===== src/rtl/fprnd_pkg.sv =====
package fprnd_pkg;

  typedef enum logic [1:0] {
    RM_NEAR_EVEN = 2'b00,
    RM_TO_ZERO   = 2'b01,
    RM_TO_POS    = 2'b10,
    RM_TO_NEG    = 2'b11
  } rmode_e;

  // Decide whether one unit in the last place is added.
  function automatic logic want_increment(rmode_e mode, logic sgn, logic lsb,
                                          logic [2:0] grs);
    logic any_lost;
    any_lost = |grs;
    case (mode)
      RM_NEAR_EVEN: want_increment = grs[2] & (grs[1] | grs[0] | lsb);
      RM_TO_ZERO:   want_increment = 1'b0;
      RM_TO_POS:    want_increment = ~sgn & any_lost;
      default:      want_increment = sgn & any_lost;
    endcase
  endfunction

endpackage


===== src/rtl/fprnd_decide.sv =====
module fprnd_decide
  import fprnd_pkg::*;
(
  input  logic       sign_i,
  input  logic       lsb_i,
  input  logic [2:0] grs_i,
  input  logic [1:0] mode_i,
  output logic       incr_o,
  output logic       inexact_o
);

  rmode_e mode_q;
  logic   tie_seen;

  assign mode_q    = rmode_e'(mode_i);
  assign incr_o    = want_increment(mode_q, sign_i, lsb_i, grs_i);
  assign inexact_o = |grs_i;
  assign tie_seen  = (grs_i == 3'b100);

  // an increment is never taken on an exact input
  always_comb begin
    if (incr_o) begin
      assert_incr_needs_loss_R8: assert (inexact_o);
    end
  end

  // a nearest-mode tie rounds to an even result
  always_comb begin
    if (tie_seen && mode_q == RM_NEAR_EVEN && incr_o) begin
      assert_tie_goes_even_R2: assert (lsb_i);
    end
  end

endmodule


===== src/rtl/fprnd_adjust.sv =====
module fprnd_adjust #(
  parameter int EXP_W  = 8,
  parameter int FRAC_W = 23
) (
  input  logic              sign_i,
  input  logic [EXP_W-1:0]  exp_i,
  input  logic [FRAC_W:0]   sig_i,
  input  logic              incr_i,
  output logic [EXP_W+FRAC_W:0] word_o,
  output logic              overflow_o
);

  localparam int SIG_W = FRAC_W + 1;

  logic [SIG_W:0]   sum;
  logic             carry_out;
  logic [SIG_W-1:0] sig_norm;
  logic [EXP_W:0]   exp_next;
  logic             exp_sat;

  assign sum       = {1'b0, sig_i} + {{SIG_W{1'b0}}, incr_i};
  assign carry_out = sum[SIG_W];
  assign sig_norm  = carry_out ? sum[SIG_W:1] : sum[SIG_W-1:0];
  assign exp_next  = {1'b0, exp_i} + {{EXP_W{1'b0}}, carry_out};
  assign exp_sat   = (exp_next >= {1'b0, {EXP_W{1'b1}}});

  always_comb begin
    if (exp_sat) begin
      word_o = {sign_i, {EXP_W{1'b1}}, {FRAC_W{1'b0}}};
    end else begin
      word_o = {sign_i, exp_next[EXP_W-1:0], sig_norm[FRAC_W-1:0]};
    end
  end
  assign overflow_o = exp_sat;

  // a carry can only come from an all-ones significand being bumped
  always_comb begin
    if (carry_out) begin
      assert_carry_source_R7: assert (incr_i && (&sig_i));
    end
  end

endmodule


===== src/rtl/fprnd_stage.sv =====
module fprnd_stage #(
  parameter int W       = 34,
  parameter bit OUT_REG = 1'b1
) (
  input  logic         clk,
  input  logic         rst_n,
  input  logic         d_valid,
  input  logic [W-1:0] d,
  output logic         q_valid,
  output logic [W-1:0] q
);

  generate
    if (OUT_REG) begin : g_reg
      always_ff @(posedge clk or negedge rst_n) begin
        if (!rst_n) begin
          q_valid <= 1'b0;
          q       <= '0;
        end else begin
          q_valid <= d_valid;
          q       <= d;
        end
      end
    end else begin : g_comb
      assign q_valid = d_valid;
      assign q       = d;
    end
  endgenerate

endmodule


===== src/rtl/fp_round_unit.sv =====
module fp_round_unit #(
  parameter int EXP_W   = 8,
  parameter int FRAC_W  = 23,
  parameter bit OUT_REG = 1'b1
) (
  input  logic                    clk,
  input  logic                    rst_n,
  input  logic                    in_valid,
  input  logic                    in_sign,
  input  logic [EXP_W-1:0]        in_exp,
  input  logic [FRAC_W:0]         in_sig,
  input  logic [2:0]              in_grs,
  input  logic [1:0]              in_mode,
  output logic                    out_valid,
  output logic [EXP_W+FRAC_W:0]   out_word,
  output logic                    out_inexact,
  output logic                    out_overflow
);

  localparam int WORD_W  = 1 + EXP_W + FRAC_W;
  localparam int STAGE_W = WORD_W + 2;

  logic              rnd_incr;
  logic              rnd_inexact;
  logic [WORD_W-1:0] adj_word;
  logic              adj_ovf;
  logic [STAGE_W-1:0] stage_q;

  fprnd_decide u_decide (
    .sign_i    (in_sign),
    .lsb_i     (in_sig[0]),
    .grs_i     (in_grs),
    .mode_i    (in_mode),
    .incr_o    (rnd_incr),
    .inexact_o (rnd_inexact)
  );

  fprnd_adjust #(.EXP_W(EXP_W), .FRAC_W(FRAC_W)) u_adjust (
    .sign_i     (in_sign),
    .exp_i      (in_exp),
    .sig_i      (in_sig),
    .incr_i     (rnd_incr),
    .word_o     (adj_word),
    .overflow_o (adj_ovf)
  );

  fprnd_stage #(.W(STAGE_W), .OUT_REG(OUT_REG)) u_stage (
    .clk     (clk),
    .rst_n   (rst_n),
    .d_valid (in_valid),
    .d       ({adj_word, rnd_inexact, adj_ovf}),
    .q_valid (out_valid),
    .q       (stage_q)
  );

  assign out_word     = stage_q[STAGE_W-1:2];
  assign out_inexact  = stage_q[1];
  assign out_overflow = stage_q[0];

  // overflow always comes with a signed infinity
  assert_ovf_is_inf_R9: assert property (@(posedge clk) disable iff (!rst_n)
    out_overflow |-> (out_word[WORD_W-2:0] == {{EXP_W{1'b1}}, {FRAC_W{1'b0}}}));

  generate
    if (OUT_REG) begin : g_chk
      assert_valid_follows_R10: assert property (@(posedge clk) disable iff (!rst_n)
        in_valid |=> out_valid);
      assert_idle_quiet_R10: assert property (@(posedge clk) disable iff (!rst_n)
        !in_valid |=> !out_valid);
      assert_inexact_flag_R8: assert property (@(posedge clk) disable iff (!rst_n)
        in_valid |=> (out_inexact == ($past(in_grs) != 3'b000)));
      assert_trunc_keeps_R4: assert property (@(posedge clk) disable iff (!rst_n)
        (in_valid && in_mode == 2'b01 && in_exp != {EXP_W{1'b1}}) |=>
        (out_word == $past({in_sign, in_exp, in_sig[FRAC_W-1:0]})));
    end
  endgenerate

endmodule


===== config.mk =====
export PLATFORM = sky130hd
export DESIGN_NAME = fp_round_unit
export DESIGN_NICKNAME = d
export VERILOG_FILES = /design/src/rtl/fprnd_pkg.sv /design/src/rtl/fprnd_decide.sv /design/src/rtl/fprnd_adjust.sv /design/src/rtl/fprnd_stage.sv /design/src/rtl/fp_round_unit.sv
export SDC_FILE = /design/constraint.sdc
export NUM_CORES = 1
export LEC_CHECK = 0
export BUFFER_PORTS_ARGS = -buffer_cell sky130_fd_sc_hd__clkbuf_2
export CAP_MARGIN = 30
export CORE_MARGIN = 2
export CORE_UTILIZATION = 44
export DETAILED_ROUTE_END_ITERATION = 6
export PLACE_DENSITY = 0.77
export SLEW_MARGIN = 20
export SYNTH_ARGS = -nofsm -noshare
export SYNTH_HDL_FRONTEND = slang
export SYNTH_HIERARCHICAL = 1
export SYNTH_SLANG_ARGS = --single-unit
export TNS_END_PERCENT = 20

===== constraint.sdc =====
create_clock -name clk -period 0.8 [get_ports clk]
set_input_delay 0.08 -clock clk [delete_from_list [all_inputs] [get_ports clk]]
set_output_delay 0.08 -clock clk [all_outputs]
set_load 0.02 [all_outputs]

Word level (Yosys, flattened, before mapping)

Cells that the tools add are included.
W data, S select, Z words.

Register bits: 35
Input bits: 41
Logic and storage cells: 18

Add/sub/neg operators: 2
Magnitude comparators: 1
Equality and inequality tests: 2
Multiplexer cells: 3
Bitwise gates (word level): 6
Reduce and logical (&&, ||, !) cells: 2

Operator list:

| operator             | count |
|---|---|
| $mux W31             | 1 |
| $add A24 B1 Y25      | 1 |
| $mux W23             | 1 |
| $add A8 B1 Y9        | 1 |
| $ge A9 B8 Y1 const B | 1 |
| $and A1 B1 Y1        | 3 |
| $pmux W1 S3          | 1 |
| $reduce_or A3 Y1     | 1 |
| $eq A2 B1 Y1 const B | 1 |
| $eq A2 B2 Y1 const B | 1 |
| $logic_not A2 Y1     | 1 |
| $or A1 B1 Y1         | 2 |
| $not A1 Y1           | 1 |

Depth between registers and ports, before layout

Depth after elaboration: 8
Mapped depth: 18

Modules after synthesis

Netlist, hierarchy kept.

Modules (own cells, without submodules):

| module       | times used | cells each | area an instance (um^2) | seq. area each (um^2) |
|---|---|---|---|---|
| fprnd_adjust | 1          | 131        | 1041.0                  | 0.0 |
| fprnd_stage  | 1          | 35         | 875.8                   | 875.8 |
| fprnd_decide | 1          | 5          | 43.8                    | 0.0 |

Worst setup path before layout

No wires, ideal clock.

Path kind: input to register
Start: input port in_mode[0]
End: register u_stage.q[10]
Arrival time: 3418 ps
Required time: 670 ps
Path slack: -2748 ps
Stages on the path: 18
Cells stage by stage: a21bo_2 > o2111a_1 > ha_1 > ha_1 > nand2_1 > nor4_4 > nand3_4 > clkinv_4 > buf_12 > ha_1 > ha_1 > nand3_1 > nand2_1 > mux2i_1 > o41ai_1 > buf_4 > buf_8 > a211oi_2

Cells in the longest elaborated chain, start to end: 6
Elaborated cells between the ends (all ways): 9
Those cells by class: add/sub: 2; order compare: 1; eq/ne: 2; mux: 3; reduce/logical: 1

RTL lines:

| item                                       | RTL line            | RTL |
|---|---|---|
| start, declared                            | fp_round_unit.sv:13 | `input logic [1:0] in_mode,` |
| $eq A2 B2 Y1, or another cell as far along | fprnd_pkg.sv:15     | `case (mode)` |
| $pmux W1 S3 (*)                            | fprnd_pkg.sv:15     |  |
| via rnd_incr                               | fp_round_unit.sv:23 | `logic rnd_incr;` |
| $add A24 B1 Y25 (*)                        | fprnd_adjust.sv:21  | `assign sum = {1'b0, sig_i} + {{SIG_W{1'b0}}, incr_i};` |
| $add A8 B1 Y9                              | fprnd_adjust.sv:24  | `assign exp_next = {1'b0, exp_i} + {{EXP_W{1'b0}}, carry_out};` |
| $ge A9 B8 Y1                               | fprnd_adjust.sv:25  | `assign exp_sat = (exp_next >= {1'b0, {EXP_W{1'b1}}});` |
| $mux W31 (*)                               | fprnd_adjust.sv:28  | `if (exp_sat) begin` |
| via adj_word[8]                            | fp_round_unit.sv:25 | `logic [WORD_W-1:0] adj_word;` |
| end signal, assigned                       | fprnd_stage.sv:18   | `q <= '0;` |
| end signal, assigned                       | fprnd_stage.sv:21   | `q <= d;` |
| end, declared                              | fprnd_stage.sv:10   | `output logic [W-1:0] q` |

Mark *: on every way through the listed nets, which the timed path passes. The rest lies on a longest branch.

Worst setup path after layout

Start: input port in_grs[1]
End: register u_stage.q[31]

Cells in the longest elaborated chain, start to end: 8
Elaborated cells between the ends (all ways): 11
Those cells by class: add/sub: 2; order compare: 1; mux: 2; bitwise: 5; reduce/logical: 1

RTL lines:

| item                      | RTL line            | RTL |
|---|---|---|
| start, declared           | fp_round_unit.sv:12 | `input logic [2:0] in_grs,` |
| $or A1 B1 Y1 (2 in a row) | fprnd_pkg.sv:16     | `RM_NEAR_EVEN: want_increment = grs[2] & (grs[1] \| grs[0] \| lsb);` |
| $and A1 B1 Y1             | fprnd_pkg.sv:16     |  |
| $pmux W1 S3 (*)           | fprnd_pkg.sv:15     |  |
| via rnd_incr              | fp_round_unit.sv:23 |  |
| $add A24 B1 Y25 (*)       | fprnd_adjust.sv:21  |  |
| $add A8 B1 Y9 (*)         | fprnd_adjust.sv:24  |  |
| $ge A9 B8 Y1 (*)          | fprnd_adjust.sv:25  |  |
| via adj_ovf               | fp_round_unit.sv:26 | `logic adj_ovf;` |
| $mux W31 (*)              | fprnd_adjust.sv:28  |  |
| via adj_word[29]          | fp_round_unit.sv:25 |  |

Marked as above.

==> results.cfg <==
[clock_network]
cts_tree = built
clock-sinks = 35
path_clk_slew_ns = 0.07
clockBufferDepth = 2
root_buffer = clkbuf_8
numCtsBuffers = 5
cts_max_level = 2

[sta]
fmax_ghz = 0.371
rsz0062_at_grt = true
slew_headroom = 0.783
setup-violations-final = 67
report.final.slew_viol_count = 0
period_minus_slack_ns = 2.70
hold_violations = 0
worst_pin_slew_ns = 0.322
fin_crit_sh = 3.37
setup_slack_ns = -1.90

[setup_path]
max_stage_delay_ns = 0.30
crit_path_end_kind = flop
cpMostUsedCell = ha_4
crit_type = input port to flop
cp_top_family = compound AO/OA/AOI/OAI gates
worst_ep_arrival_time_ns = 2.92
crit_chain = clkbuf_2 -> o31a_1 -> o2111a_1 -> ha_4 -> ha_4 -> nand2_4 -> nor4_4 -> nand3_4 -> clkinv_4 -> ha_4 -> ha_4 -> buf_4 -> xnor2_2 -> nand4b_1 -> o41ai_4 -> buf_4 -> buf_6 -> o21bai_4
critPathMaxFanout = 6
path_buf_inv = 5
cp-start-kind = input port
crit_required_ns = 1.02
slowest_stage = o41ai_4

[cells_and_area]
fin_area_mm2 = 0.00322
area_delta_synth_final_pct = 64.0
drive_gt1_frac = 0.620
insertedDiodeCount = 0
fin_nets = 360
nFillCells = 305

[yosys]
ys.flop_type = dfrtp_1
ys_seq_elements = 35
synth_edf_count = 0
synth_top_cells_by_count = 35 x dfrtp_1, 16 x nand2_1, 15 x nand3_1, 15 x xor2_1, 10 x nor3_2
yosysSeqAreaShare = 0.447
syn_nets = 216
yosysTopAreaCellShare = 0.447
synth.distinct_cells = 47
async_flop_share = 1.00
syn_area_per_cell_um2 = 11.5
syn_inst = 171
synth_area_leaders = dfrtp_1 45%, xor2_1 6.7%, nor3_2 5.1%
netlist.top_cell.by_area = dfrtp_1
synth_most_common_cell = dfrtp_1
synth.cell_area_mm2 = 0.00196
yosysWarnings = 6

[detailed_routing]
drtIter0Drc = 86
finalWirelength_mm = 5.63
drc_errors = 0
vias_per_cell = 5.13
num_vias = 1888
ant_nets = 0
drt-wirelength-per-cell_um = 15.3
drt_pass1_iterations = 4

[floorplan]
coreArea_mm2 = 0.00432
dieHeight_um = 70.8
placementRows = 24
start_util = 0.453
die_w_um = 70.8
boundaryPins = 76
die-area_mm2 = 0.00501

[placement]
io_buffers = 75
place_hpwl_mm = 4.03
gp_congestion = 0.825
place_area_mm2 = 0.00288

[global_routing]
antenna_found_initial = 0
gr-total-overflow = 0
track_usage = 0.238
grt_pass1_vias = 1978
grt_pass1_wl_mm = 9.27
grt_max_degree = 36

[outcome]
violations = setup timing
run_status = complete, but fails checks

[worst_hold_path]
holdCritPathClass = input port to flop
hold_start = in_grs[0]
worstHoldPathCells = 2
holdPathEnd = u_stage/q[1]

[pwr]
vdd_ir_drop_max_mv = 0.812
p_total_uw = 4150
p_leak_uw = 0.00151
power_density_mw_per_mm2 = 1290

[run]
drv_cap = 0
==> how the worst max path moves through the flow <==
stage          startpoint            end  depth (start not counted)
2_1_floorplan  in_mode[0]  u_stage/q[10]                         17
3_3_place_gp    in_grs[1]  u_stage/q[31]                         16
3_5_place_dp    in_grs[1]  u_stage/q[31]                         16
4_1_cts        in_mode[0]  u_stage/q[23]                         18
5_1_grt        in_mode[0]  u_stage/q[31]                         18
6_report        in_grs[1]  u_stage/q[31]                         18
==> metrics by stage <==
step                TNS [ns]  setup WS [ns]  hold WS [ns]  utilization  instances
global route          -65.48          -2.02        0.0245        0.744        368
detailed placement    -67.43          -2.23        0.0632        0.667        350
floorplan             -68.13          -2.25        -0.216            -        171
CTS                   -59.33          -1.83        0.0200        0.716        366
global placement      -63.78          -2.07        0.0604        0.667        350
finish                -60.70          -1.90        0.0224        0.744        368
==> final cells by class <==
class / instances / area (µm²) / area share
inverter: 2 / 12.5 / 0.00389
clock buffer: 6 / 72.6 / 0.0226
sequential: 35 / 876 / 0.272
multi-input combinational: 126 / 1170 / 0.363
timing repair buffer: 145 / 1010 / 0.314
tap: 52 / 65.1 / 0.0202
clock inverter: 2 / 12.5 / 0.00389
==> layer usage <==
layer | global-route usage | share of wire | up-vias
met3 | 0.0541 | 0.071 | 7
met4 | 0.0776 | 0.014 | 0
met5 | 0 | 0 | -
met1 | 0.305 | 0.40 | 903
li1 | - | - | 902
met2 | 0.401 | 0.51 | 76
==> state kept, by name (all words and copies together), names as in the netlist <==
name,count
u_stage/q,34
u_stage/q_valid,1
==> power breakdown <==
group | switching, µW | total, µW | internal [µW]
combinational | 504 | 983 | 479
sequential | 28.1 | 1900 | 1870
clock | 656 | 1260 | 608
==> cells in the final DEF (no fill, tap or decap), drive strengths merged, types with 3 or more instances in the layout <==
cell type and n:
nand4 5, buf 97, dfrtp 35, a21oi 5, nand2 17, dlygate4sd3 3
nor2 4, and3 6, nor3 13, a211oi 7, nor4 3, xnor2 7
xor2 15, clkbuf 51, nand3 17, ha 4, mux2i 3
==> cell families after synthesis <==
logic type | Yosys count | share of synthesized area
XOR/XNOR | 22 | 0.0983
flip-flops | 35 | 0.447
multiplexers | 3 | 0.0153
AO/OA/AOI/OAI | 21 | 0.0938
buffers and inverters | 10 | 0.0459
AND/OR/NAND/NOR | 76 | 0.274
adder cells (fa/ha/maj) | 4 | 0.0255
==> timing repair <==
| action | 4_1_cts | 5_1_grt |
|---|---|---|
| endpoints found under the setup margin | 67 | 67 |
| setup buffers | 4 | 1 |
| cloned | 1 | 1 |
| endpoints found under the hold margin | 37 | 0 |
| hold buffers | 3 | 0 |
| resized for setup | 14 | 49 |
| pin swaps | 6 | 12 |
Note: power is estimated with default switching activity, not from simulation.
